**config.mk**
```make
export PLATFORM = sky130hd
export DESIGN_NAME = vsync_loss_monitor
export DESIGN_NICKNAME = d
export VERILOG_FILES = /design/src/rtl/vslm_pkg.sv /design/src/rtl/vslm_edge_sync.sv /design/src/rtl/vslm_window.sv /design/src/rtl/vslm_flag.sv /design/src/rtl/vsync_loss_monitor.sv
export SDC_FILE = /design/constraint.sdc
export NUM_CORES = 1
export LEC_CHECK = 0
export ABC_CLOCK_PERIOD_IN_PS = 2600
export BUFFER_PORTS_ARGS = -buffer_cell sky130_fd_sc_hd__buf_4
export CORE_UTILIZATION = 25
export CTS_CLUSTER_SIZE = 24
export DETAILED_ROUTE_END_ITERATION = 12
export GPL_TIMING_DRIVEN = 0
export PLACE_DENSITY_LB_ADDON = 0.08
export SYNTH_ARGS = -nofsm -noshare
export SYNTH_HDL_FRONTEND = slang
export SYNTH_SLANG_ARGS = --single-unit
```
**constraint.sdc**
```tcl
create_clock -name clk -period 2.6 [get_ports clk]
set_input_delay 0.13 -clock clk [delete_from_list [all_inputs] [get_ports clk]]
set_output_delay 0.13 -clock clk [all_outputs]
set_load 0.02 [all_outputs]
```
**src/rtl/vslm_pkg.sv**
```systemverilog
package vslm_pkg;

    // action taken by the period window counter in one cycle
    typedef enum logic [2:0] {
        WIN_IDLE    = 3'd0,   // supervision off, count forced to zero
        WIN_RESTART = 3'd1,   // edge seen, window starts again
        WIN_ADVANCE = 3'd2,   // line tick inside the window
        WIN_EXPIRE  = 3'd3,   // tick reached the period with no edge
        WIN_WAIT    = 3'd4    // nothing happened this cycle
    } win_act_e;

    typedef struct packed {
        logic err;
    } flag_state_t;

endpackage

```
**src/rtl/vslm_edge_sync.sv**
```systemverilog
module vslm_edge_sync #(
    parameter int STAGES = 2
) (
    input  logic clk,
    input  logic rst_n,
    input  logic async_i,
    output logic rise_o
);

    typedef struct packed {
        logic [STAGES-1:0] chain;
        logic              last;
    } sync_state_t;

    sync_state_t state_d, state_q;

    always_comb begin
        state_d       = state_q;
        state_d.chain = {state_q.chain[STAGES-2:0], async_i};
        state_d.last  = state_q.chain[STAGES-1];
        rise_o        = state_q.chain[STAGES-1] & ~state_q.last;
    end

    always_ff @(posedge clk or negedge rst_n) begin
        if (!rst_n) begin
            state_q <= '0;
        end else begin
            state_q <= state_d;
        end
    end

endmodule

```
**src/rtl/vslm_window.sv**
```systemverilog
module vslm_window
    import vslm_pkg::*;
#(
    parameter int PERIOD_W = 12
) (
    input  logic                clk,
    input  logic                rst_n,
    input  logic                en_i,
    input  logic                tick_i,
    input  logic                rise_i,
    input  logic [PERIOD_W-1:0] period_i,
    output logic                expire_o,
    output logic [PERIOD_W-1:0] count_o
);

    localparam int WIDE_W = PERIOD_W + 1;

    typedef struct packed {
        logic [PERIOD_W-1:0] count;
    } win_state_t;

    win_state_t          state_d, state_q;
    win_act_e            act;
    logic [WIDE_W-1:0]   next_count;

    always_comb begin
        next_count = {1'b0, state_q.count} + WIDE_W'(1);
        if (!en_i) begin
            act = WIN_IDLE;
        end else if (rise_i) begin
            act = WIN_RESTART;
        end else if (tick_i) begin
            if (next_count >= {1'b0, period_i}) begin
                act = WIN_EXPIRE;
            end else begin
                act = WIN_ADVANCE;
            end
        end else begin
            act = WIN_WAIT;
        end

        state_d = state_q;
        unique case (act)
            WIN_IDLE, WIN_RESTART, WIN_EXPIRE: state_d.count = '0;
            WIN_ADVANCE: state_d.count = next_count[PERIOD_W-1:0];
            default:     state_d.count = state_q.count;
        endcase

        expire_o = (act == WIN_EXPIRE);
        count_o  = state_q.count;
    end

    always_ff @(posedge clk or negedge rst_n) begin
        if (!rst_n) begin
            state_q <= '0;
        end else begin
            state_q <= state_d;
        end
    end

endmodule

```
**src/rtl/vslm_flag.sv**
```systemverilog
module vslm_flag
    import vslm_pkg::*;
(
    input  logic clk,
    input  logic rst_n,
    input  logic set_i,
    input  logic reset_clr_i,
    input  logic cmd_clr_i,
    output logic flag_o
);

    flag_state_t state_d, state_q;

    always_comb begin
        state_d = state_q;
        if (set_i) begin
            state_d.err = 1'b1;
        end else if (reset_clr_i || cmd_clr_i) begin
            state_d.err = 1'b0;
        end
        flag_o = state_q.err;
    end

    always_ff @(posedge clk or negedge rst_n) begin
        if (!rst_n) begin
            state_q <= '0;
        end else begin
            state_q <= state_d;
        end
    end

endmodule

```
**src/rtl/vsync_loss_monitor.sv**
```systemverilog
module vsync_loss_monitor #(
    parameter int PERIOD_W    = 12,
    parameter int SYNC_STAGES = 2
) (
    input  logic                clk,
    input  logic                rst_n,
    input  logic                vsync_ext_i,
    input  logic                line_tick_i,
    input  logic [PERIOD_W-1:0] period_i,
    input  logic                tvsync_en_i,
    input  logic                disp_reset_i,
    input  logic                flag_clr_i,
    output logic                sync_err_o
);

    logic                rise_w;
    logic                expire_w;
    logic [PERIOD_W-1:0] win_count_w;

    vslm_edge_sync #(
        .STAGES (SYNC_STAGES)
    ) i_sync (
        .clk     (clk),
        .rst_n   (rst_n),
        .async_i (vsync_ext_i),
        .rise_o  (rise_w)
    );

    vslm_window #(
        .PERIOD_W (PERIOD_W)
    ) i_window (
        .clk      (clk),
        .rst_n    (rst_n),
        .en_i     (tvsync_en_i),
        .tick_i   (line_tick_i),
        .rise_i   (rise_w),
        .period_i (period_i),
        .expire_o (expire_w),
        .count_o  (win_count_w)
    );

    vslm_flag i_flag (
        .clk         (clk),
        .rst_n       (rst_n),
        .set_i       (expire_w),
        .reset_clr_i (disp_reset_i),
        .cmd_clr_i   (flag_clr_i),
        .flag_o      (sync_err_o)
    );

endmodule

```
==> out/results.txt, run 1 <==
Ys flop type -> dfrtp_1
Violated checks -> negative setup slack
Placeable Area -> 4790 µm²
Post-detailed-route wirelength per cell -> 13.1 µm
Register area -> 407 µm²
Share of power burned in registers -> 0.482
Pwr Density -> 305 nW/µm²
Commonest non-fill, non-tap cells in the layout -> 33 x buf_4, 25 x nand2_1, 14 x inv_1, 14 x ha_1, 11 x dfrtp_1
Final worst setup slack -> -0.0492 ns
Worst slew pin tran -> 0.502 ns
Worst Setup Start Kind -> flop
Clock tree buffer depth -> 2
Final setup violation count -> 8
Area of the multi-input gates -> 843 µm²
Achievable frequency -> 377 MHz
ANT cells -> 0
Max Cap Viol -> 0
Layout Skew -> 0.00760 ns
Netlist Area Pre-Place -> 1260 µm²
Final hold slack -> 0.119 ns
WL final -> 3.26 mm
Routability Congestion -> 0.769
NetSw -> 0.133 mW
Total power -> 0.532 mW
Combinational power share -> 0.168
Area delta synth->final -> 38.4%
Wire length of the first global-routing pass -> 5.29 mm
Crit Path Category -> flop to flop
Clock-pin transition on the worst setup and hold timing paths -> 0.07 ns
Crit path max-delay family -> simple AND/OR/NAND/NOR gates
Cell Rows -> 25
ANT nets after route -> 0
I/O pin count -> 20
Dpl hpwl -> 2.31 mm
Nets -> 216
Worst-Skew Late Latency -> 0.25 ns
Bufs and invs on worst path -> 0
Initial Util -> 0.264
Grt ovf -> 0
Synthesized netlist net count -> 175
Internal power -> 0.399 mW
First-pass DRT Iterations -> 4
FF+latch count, synth -> 16
CTS sink count -> 16
HP Class -> primary input to flop
Mapped Cells -> 142
Register area share after synthesis -> 0.317
GRT Total Usage -> 0.130
Critical path's slowest cell -> a2111oi_4
Die span in y -> 73.0 µm
CP arrival -> 2.79 ns
Maximum vdd drop -> 0.188 mV
IO buf count -> 19
Vias per cell -> 4.71
Leakage -> 0.816 nW
FILL cells -> 496
CTS tree -> yes
Sw Ratio -> 0.249
Die width -> 73.0 µm
Clock power share -> 0.350
Worst slew margin -> 0.665
Root buffer cell -> clkbuf_8
Final min period -> 2.65 ns
Commonest non-fill, non-tap cell in the layout -> buf_4
Via count -> 1,169
Final hold vios -> 0
Die area -> 5330 µm²
Share of cells above drive strength 1 -> 0.337
DR iter-0 viols -> 75
CP peak stage delay -> 0.45 ns
DRC Markers -> 0
Status -> finished with violations
Syn avg cell area -> 8.88 µm²
Initial antenna violation count -> 0
Vias in the first global route -> 1,135
Fraction of registers with async set/reset -> 1.00
Total CTS buffers -> 3
Largest net degree at the start of global routing -> 17
EDFF count, synth -> 0
CP endpoint kind -> flop
Crit-path cells -> and4_4 -> and2_4 -> nand4_1 -> xnor2_1 -> ha_1 -> nand3_2 -> a2111oi_4 -> a21oi_4 -> and3_4 -> a22o_1
WP data required -> 2.74 ns
Max-slew violation count -> 0
H-tree depth -> 1
Worst-path fanout max -> 4
RSZ-0062 raised after global routing -> yes
Yosys Warn Count -> 0
Final worst-path cycle share -> 1.02
Synth cell types -> 36
-- worst reg2reg max path, cell delays in order (launching register included) --
cell and delay (ns):
dfrtp_2 0.38, and4_4 0.25, and2_4 0.17, nand4_1 0.15, xnor2_1 0.18, ha_1 0.31
nand3_2 0.11, a2111oi_4 0.45, a21oi_4 0.14, and3_4 0.22, a22o_1 0.18
-- cell type report --
| class | count | area share |
|---|---|---|
| timing repair buffer | 36 | 0.160 |
| inverter | 14 | 0.0301 |
| tap | 67 | 0.0480 |
| sequential | 16 | 0.233 |
| buffer | 5 | 0.0222 |
| clock buffer | 3 | 0.0237 |
| multi-input combinational | 107 | 0.483 |
-- per-stage QoR --
step | utilization | cells | instance area (µm²) | worst slack [ns] | TNS (ns)
after floorplan | - | 142 | 1260 | 0.0420 | 0
after global placement | 0.311 | 228 | 1490 | -0.332 | -3.59
after detailed placement | 0.311 | 228 | 1490 | -0.321 | -3.45
after CTS | 0.344 | 242 | 1640 | 0.00277 | 0
after global routing | 0.365 | 248 | 1750 | -0.179 | -1.83
final | 0.365 | 248 | 1750 | -0.0492 | -0.238
-- power groups by stage --
| stage | Clock [mW] | Combinational (mW) | Sequential, mW |
|---|---|---|---|
| after floorplan | 0 | 0.0349 | 0.263 |
| after global placement | 0 | 0.0701 | 0.264 |
| after detailed placement | 0 | 0.0721 | 0.264 |
| after CTS | 0.197 | 0.0847 | 0.256 |
| after global routing | 0.208 | 0.100 | 0.256 |
| final | 0.186 | 0.0895 | 0.256 |
-- state kept, by name, summed over array words and instances (netlist names) --
| register | count |
|---|---|
| i_window.count_o | 12 |
| i_sync.state_d | 2 |
| i_flag.flag_o | 1 |
| i_sync.state_q | 1 |
-- synthesized netlist by cell type, types with 2 or more instances --
master | count | area share
a21oi_1 | 3 | 0.012
a22o_1 | 4 | 0.028
and4_1 | 2 | 0.014
buf_2 | 3 | 0.012
dfrtp_1 | 16 | 0.32
ha_1 | 14 | 0.14
inv_1 | 14 | 0.042
nand2_1 | 25 | 0.074
nand3_1 | 5 | 0.020
nand4_1 | 9 | 0.045
nor2_1 | 6 | 0.018
o211ai_1 | 7 | 0.042
o21a_1 | 2 | 0.012
o21ai_0 | 2 | 0.0079
o21ai_1 | 2 | 0.0079
xnor2_1 | 7 | 0.049
xor2_1 | 2 | 0.014
-- what timing repair did --
item | in CTS | in global routing
cloned | 0 | 0
endpoints found under the setup margin | 13 | 13
endpoints found under the hold margin | 17 | 0
gates resized for setup | 8 | 16
pin swaps | 6 | 22
hold buffers | 2 | 0
setup buffers | 9 | 6
-- kinds of logic (layout without fill, tap and decap cells) --
kind of cell | after synthesis | in the layout | synth area share
compound gates | 27 | 27 | 0.176
xor+xnor | 9 | 9 | 0.0625
fa+ha+maj | 14 | 14 | 0.139
buf+inv | 19 | 58 | 0.0605
flops | 16 | 16 | 0.317
simple gates | 57 | 57 | 0.245
-- per-layer routing --
metal / part of all wire / GRT usage
met1: 0.45 / 0.167
met2: 0.52 / 0.217
met3: 0.024 / 0.0290
met4: 0.0058 / 0.0392
met5: 0 / 0
-- path summary, 6_finish.rpt --
path / start / endpoint / slack [ns] / cells past startpoint
worst max register to register: i_window.count_o[3]$_DFFE_PN0P_ / i_window.count_o[5]$_DFFE_PN0P_ / -0.05 / 10
worst min-delay path: disp_reset_i / i_flag.flag_o$_DFFE_PN0P_ / 0.12 / 4
max in group asynchronous: rst_n / i_window.count_o[9]$_DFFE_PN0P_ / 2.12 / 2
min in group asynchronous: rst_n / i_window.count_o[5]$_DFFE_PN0P_ / 0.27 / 2
worst max-delay path: i_window.count_o[3]$_DFFE_PN0P_ / i_window.count_o[5]$_DFFE_PN0P_ / -0.05 / 10
worst min register to register: i_sync.state_d[2]$_DFF_PN0_ / i_sync.state_d[0]$_DFF_PN0_ / 0.35 / 0
Power figures use the tool's default switching activity.
==> run 2, diff against run 1 <==
--- a/config.mk
+++ b/config.mk
@@ -12,6 +12,7 @@
 export DETAILED_ROUTE_END_ITERATION = 12
 export GPL_TIMING_DRIVEN = 0
 export PLACE_DENSITY_LB_ADDON = 0.08
+export SETUP_SLACK_MARGIN = 0.4
 export SYNTH_ARGS = -nofsm -noshare
 export SYNTH_HDL_FRONTEND = slang
 export SYNTH_SLANG_ARGS = --single-unit
==> run 2 against run 1 <==
  * The run now ends clean
  * First-iteration DRC count shrank 43%
  * Sequential power is essentially flat
  * Utilization is 4.4 points higher
  * Critical path type unchanged
  * Critical endpoint is now i_window.count_o[6]$_DFFE_PN0P_
  * Largest power group unchanged
==> out/results.txt, run 2 (synthesized netlist as in run 1, its figures left out) <==
Leakage -> 0.916 nW (was 0.816 nW)
Die span in y -> 73.0 µm (unchanged)
Final hold slack -> 0.109 ns (was 0.119 ns)
Worst slew margin -> 0.656 (was 0.665)
Max reg flops -> 12 (unchanged)
Initial Util -> 0.264 (unchanged)
Commonest non-fill, non-tap cells in the layout -> 43 x buf_4, 24 x nand2_1, 14 x inv_1, 13 x dfrtp_1, 12 x ha_1 (was 33 x buf_4, 25 x nand2_1, 14 x inv_1, 14 x ha_1, 11 x dfrtp_1)
HP Class -> primary input to flop (unchanged)
Status -> complete, no violations (was finished with violations)
ANT cells -> 0 (unchanged)
Final worst-path cycle share -> 0.969 (was 1.02)
Clock tree buffer depth -> 2 (unchanged)
Placed cell count -> 228 (unchanged)
CTS sink count -> 16 (unchanged)
Share of cells above drive strength 1 -> 0.392 (was 0.337)
Final hold vios -> 0 (unchanged)
CP endpoint kind -> flop (unchanged)
Grt ovf -> 0 (unchanged)
Setup crit end -> i_window.count_o[6]$_DFFE_PN0P_ (was i_window.count_o[5]$_DFFE_PN0P_)
Pwr Density -> 283 nW/µm² (was 305 nW/µm²)
Die area -> 5330 µm² (unchanged)
Worst-path fanout max -> 8 (was 4)
Final setup violation count -> 0 (was 8)
Max-slew violation count -> 0 (unchanged)
Worst r2r path cells -> 12 (was 10)
Achievable frequency -> 397 MHz (was 377 MHz)
Total CTS buffers -> 3 (unchanged)
H-tree depth -> 1 (unchanged)
ANT nets after route -> 0 (unchanged)
Worst-Skew Late Latency -> 0.25 ns (about the same)
Cell Rows -> 25 (unchanged)
Nets -> 233 (was 216)
Setup_tns -> 0 ns (was -0.238 ns)
Maximum vdd drop -> 0.183 mV (was 0.188 mV)
Critical R2R Capture -> i_window.count_o[6]$_DFFE_PN0P_ (was i_window.count_o[5]$_DFFE_PN0P_)
Wire length of the first global-routing pass -> 5.87 mm (was 5.29 mm)
Routability Congestion -> 0.799 (was 0.769)
Total power -> 0.553 mW (was 0.532 mW)
R2R Setup Slk -> 0.08 ns (was -0.05 ns)
Die width -> 73.0 µm (unchanged)
Via count -> 1,252 (was 1,169)
I/O pin count -> 20 (unchanged)
First-pass DRT Iterations -> 4 (unchanged)
DRC Markers -> 0 (unchanged)
Crit-path cells -> ha_1 -> clkbuf_8 -> nand3_1 -> xnor2_2 -> ha_1 -> a21oi_2 -> buf_4 -> a2111oi_4 -> buf_4 -> a21oi_4 -> nand3_4 -> o211ai_1 (was and4_4 -> and2_4 -> nand4_1 -> xnor2_1 -> ha_1 -> nand3_2 -> a2111oi_4 -> a21oi_4 -> and3_4 -> a22o_1)
Clock-pin transition on the worst setup and hold timing paths -> 0.07 ns (about the same)
GRT Total Usage -> 0.145 (was 0.130)
Worst Setup Start Kind -> flop (unchanged)
Critical path's slowest cell -> dfrtp_2 (was a2111oi_4)
Max Cap Viol -> 0 (unchanged)
Dpl hpwl -> 2.37 mm (was 2.31 mm)
Post-detailed-route wirelength per cell -> 13.0 µm (was 13.1 µm)
Vias per cell -> 4.71 (about the same)
Final min period -> 2.52 ns (was 2.65 ns)
Root buffer cell -> clkbuf_8 (unchanged)
Area delta synth->final -> 55.1% (was 38.4%)
Worst slew pin tran -> 0.517 ns (was 0.502 ns)
RSZ-0062 raised after global routing -> yes (unchanged)
Area after DPL -> 1510 µm² (was 1490 µm²)
IO buf count -> 19 (unchanged)
CTS tree -> yes (unchanged)
WL final -> 3.47 mm (was 3.26 mm)
Design Area, Final -> 1960 µm² (was 1750 µm²)
Setup crit start -> i_window.count_o[0]$_DFFE_PN0P_ (was i_window.count_o[3]$_DFFE_PN0P_)
DR iter-0 viols -> 43 (was 75)
Vias in the first global route -> 1,286 (was 1,135)
Largest net degree at the start of global routing -> 17 (unchanged)
Layout Skew -> 0.0118 ns (was 0.00760 ns)
Reg2reg start -> i_window.count_o[0]$_DFFE_PN0P_ (was i_window.count_o[3]$_DFFE_PN0P_)
Commonest non-fill, non-tap cell in the layout -> buf_4 (unchanged)
CP arrival -> 2.68 ns (was 2.79 ns)
Initial antenna violation count -> 0 (unchanged)
WP data required -> 2.76 ns (was 2.74 ns)
Non-Filler Instances -> 266 (was 248)
CP peak stage delay -> 0.43 ns (was 0.45 ns)
Placeable Area -> 4790 µm² (unchanged)
Crit Path Category -> flop to flop (unchanged)
==> run 2: cell count changes in the layout (fill, tap and decap cells not counted), sizes merged <==
| cell | change |
|---|---|
| buf | +17 |
| clkbuf | +1 |
==> run 2: power by group <==
group	internal, mW	switching [mW]	leakage [nW]
Sequential	0.254	0.00284	0.211
Combinational	0.0497	0.0493	0.682
Clock	0.109	0.0884	0.0228
Total	0.412	0.141	0.916
==> run 2: worst min-delay path by stage <==
stage	from	endpoint	cells after the start
finish	disp_reset_i	i_flag.flag_o$_DFFE_PN0P_	4
global route	flag_clr_i	i_flag.flag_o$_DFFE_PN0P_	4
CTS	disp_reset_i	i_flag.flag_o$_DFFE_PN0P_	4
detailed placement	rst_n	i_window.count_o[5]$_DFFE_PN0P_	1
global placement	rst_n	i_window.count_o[4]$_DFFE_PN0P_	1
floorplan	rst_n	i_flag.flag_o$_DFFE_PN0P_	0
==> run 2: repair_timing <==
| item | CTS | global route |
|---|---|---|
| hold buffers | 2 | 0 |
| setup endpoints to repair | 13 | 13 |
| pin swaps | 19 | 17 |
| gates resized for setup | 13 | 13 |
| setup buffers | 28 | 4 |
| hold endpoints to repair | 17 | 0 |
==> run 2: worst max-delay path: cells and delay by family, from the launching register on <==
family	cells	cell delay (ns)
AOI/OAI and AO/OA	4	0.65
xor gates and xnor gates	1	0.13
adders and majority gates	2	0.47
buffers and inverters	3	0.46
DFF	1	0.43
and+or+nand+nor	2	0.28
==> run 2: layer usage <==
layer | GRT usage | up-vias | wire length [µm]
li1 | - | 625 | -
met1 | 0.169 | 592 | 1490
met2 | 0.260 | 29 | 1810
met3 | 0.0262 | 6 | 118
met4 | 0.0566 | 0 | 52
met5 | 0 | - | 0
==> run 2: cell type report <==
cell class | instances | area [µm²]
fillers | 485 | 2830
clock buffers | 4 | 45.0
repair buffers | 53 | 442
plain buffers | 5 | 51.3
inverters | 14 | 52.6
well taps | 67 | 83.8
flip-flops and latches | 16 | 404
multi-input cells | 107 | 877
==> run 2: through the flow <==
step / setup WS, ns / utilization
finish: 0.0809 / 0.409
global placement: -0.136 / 0.315
floorplan: 0.230 / -
CTS: 0.0289 / 0.383
global route: -0.0695 / 0.409
detailed placement: -0.145 / 0.315
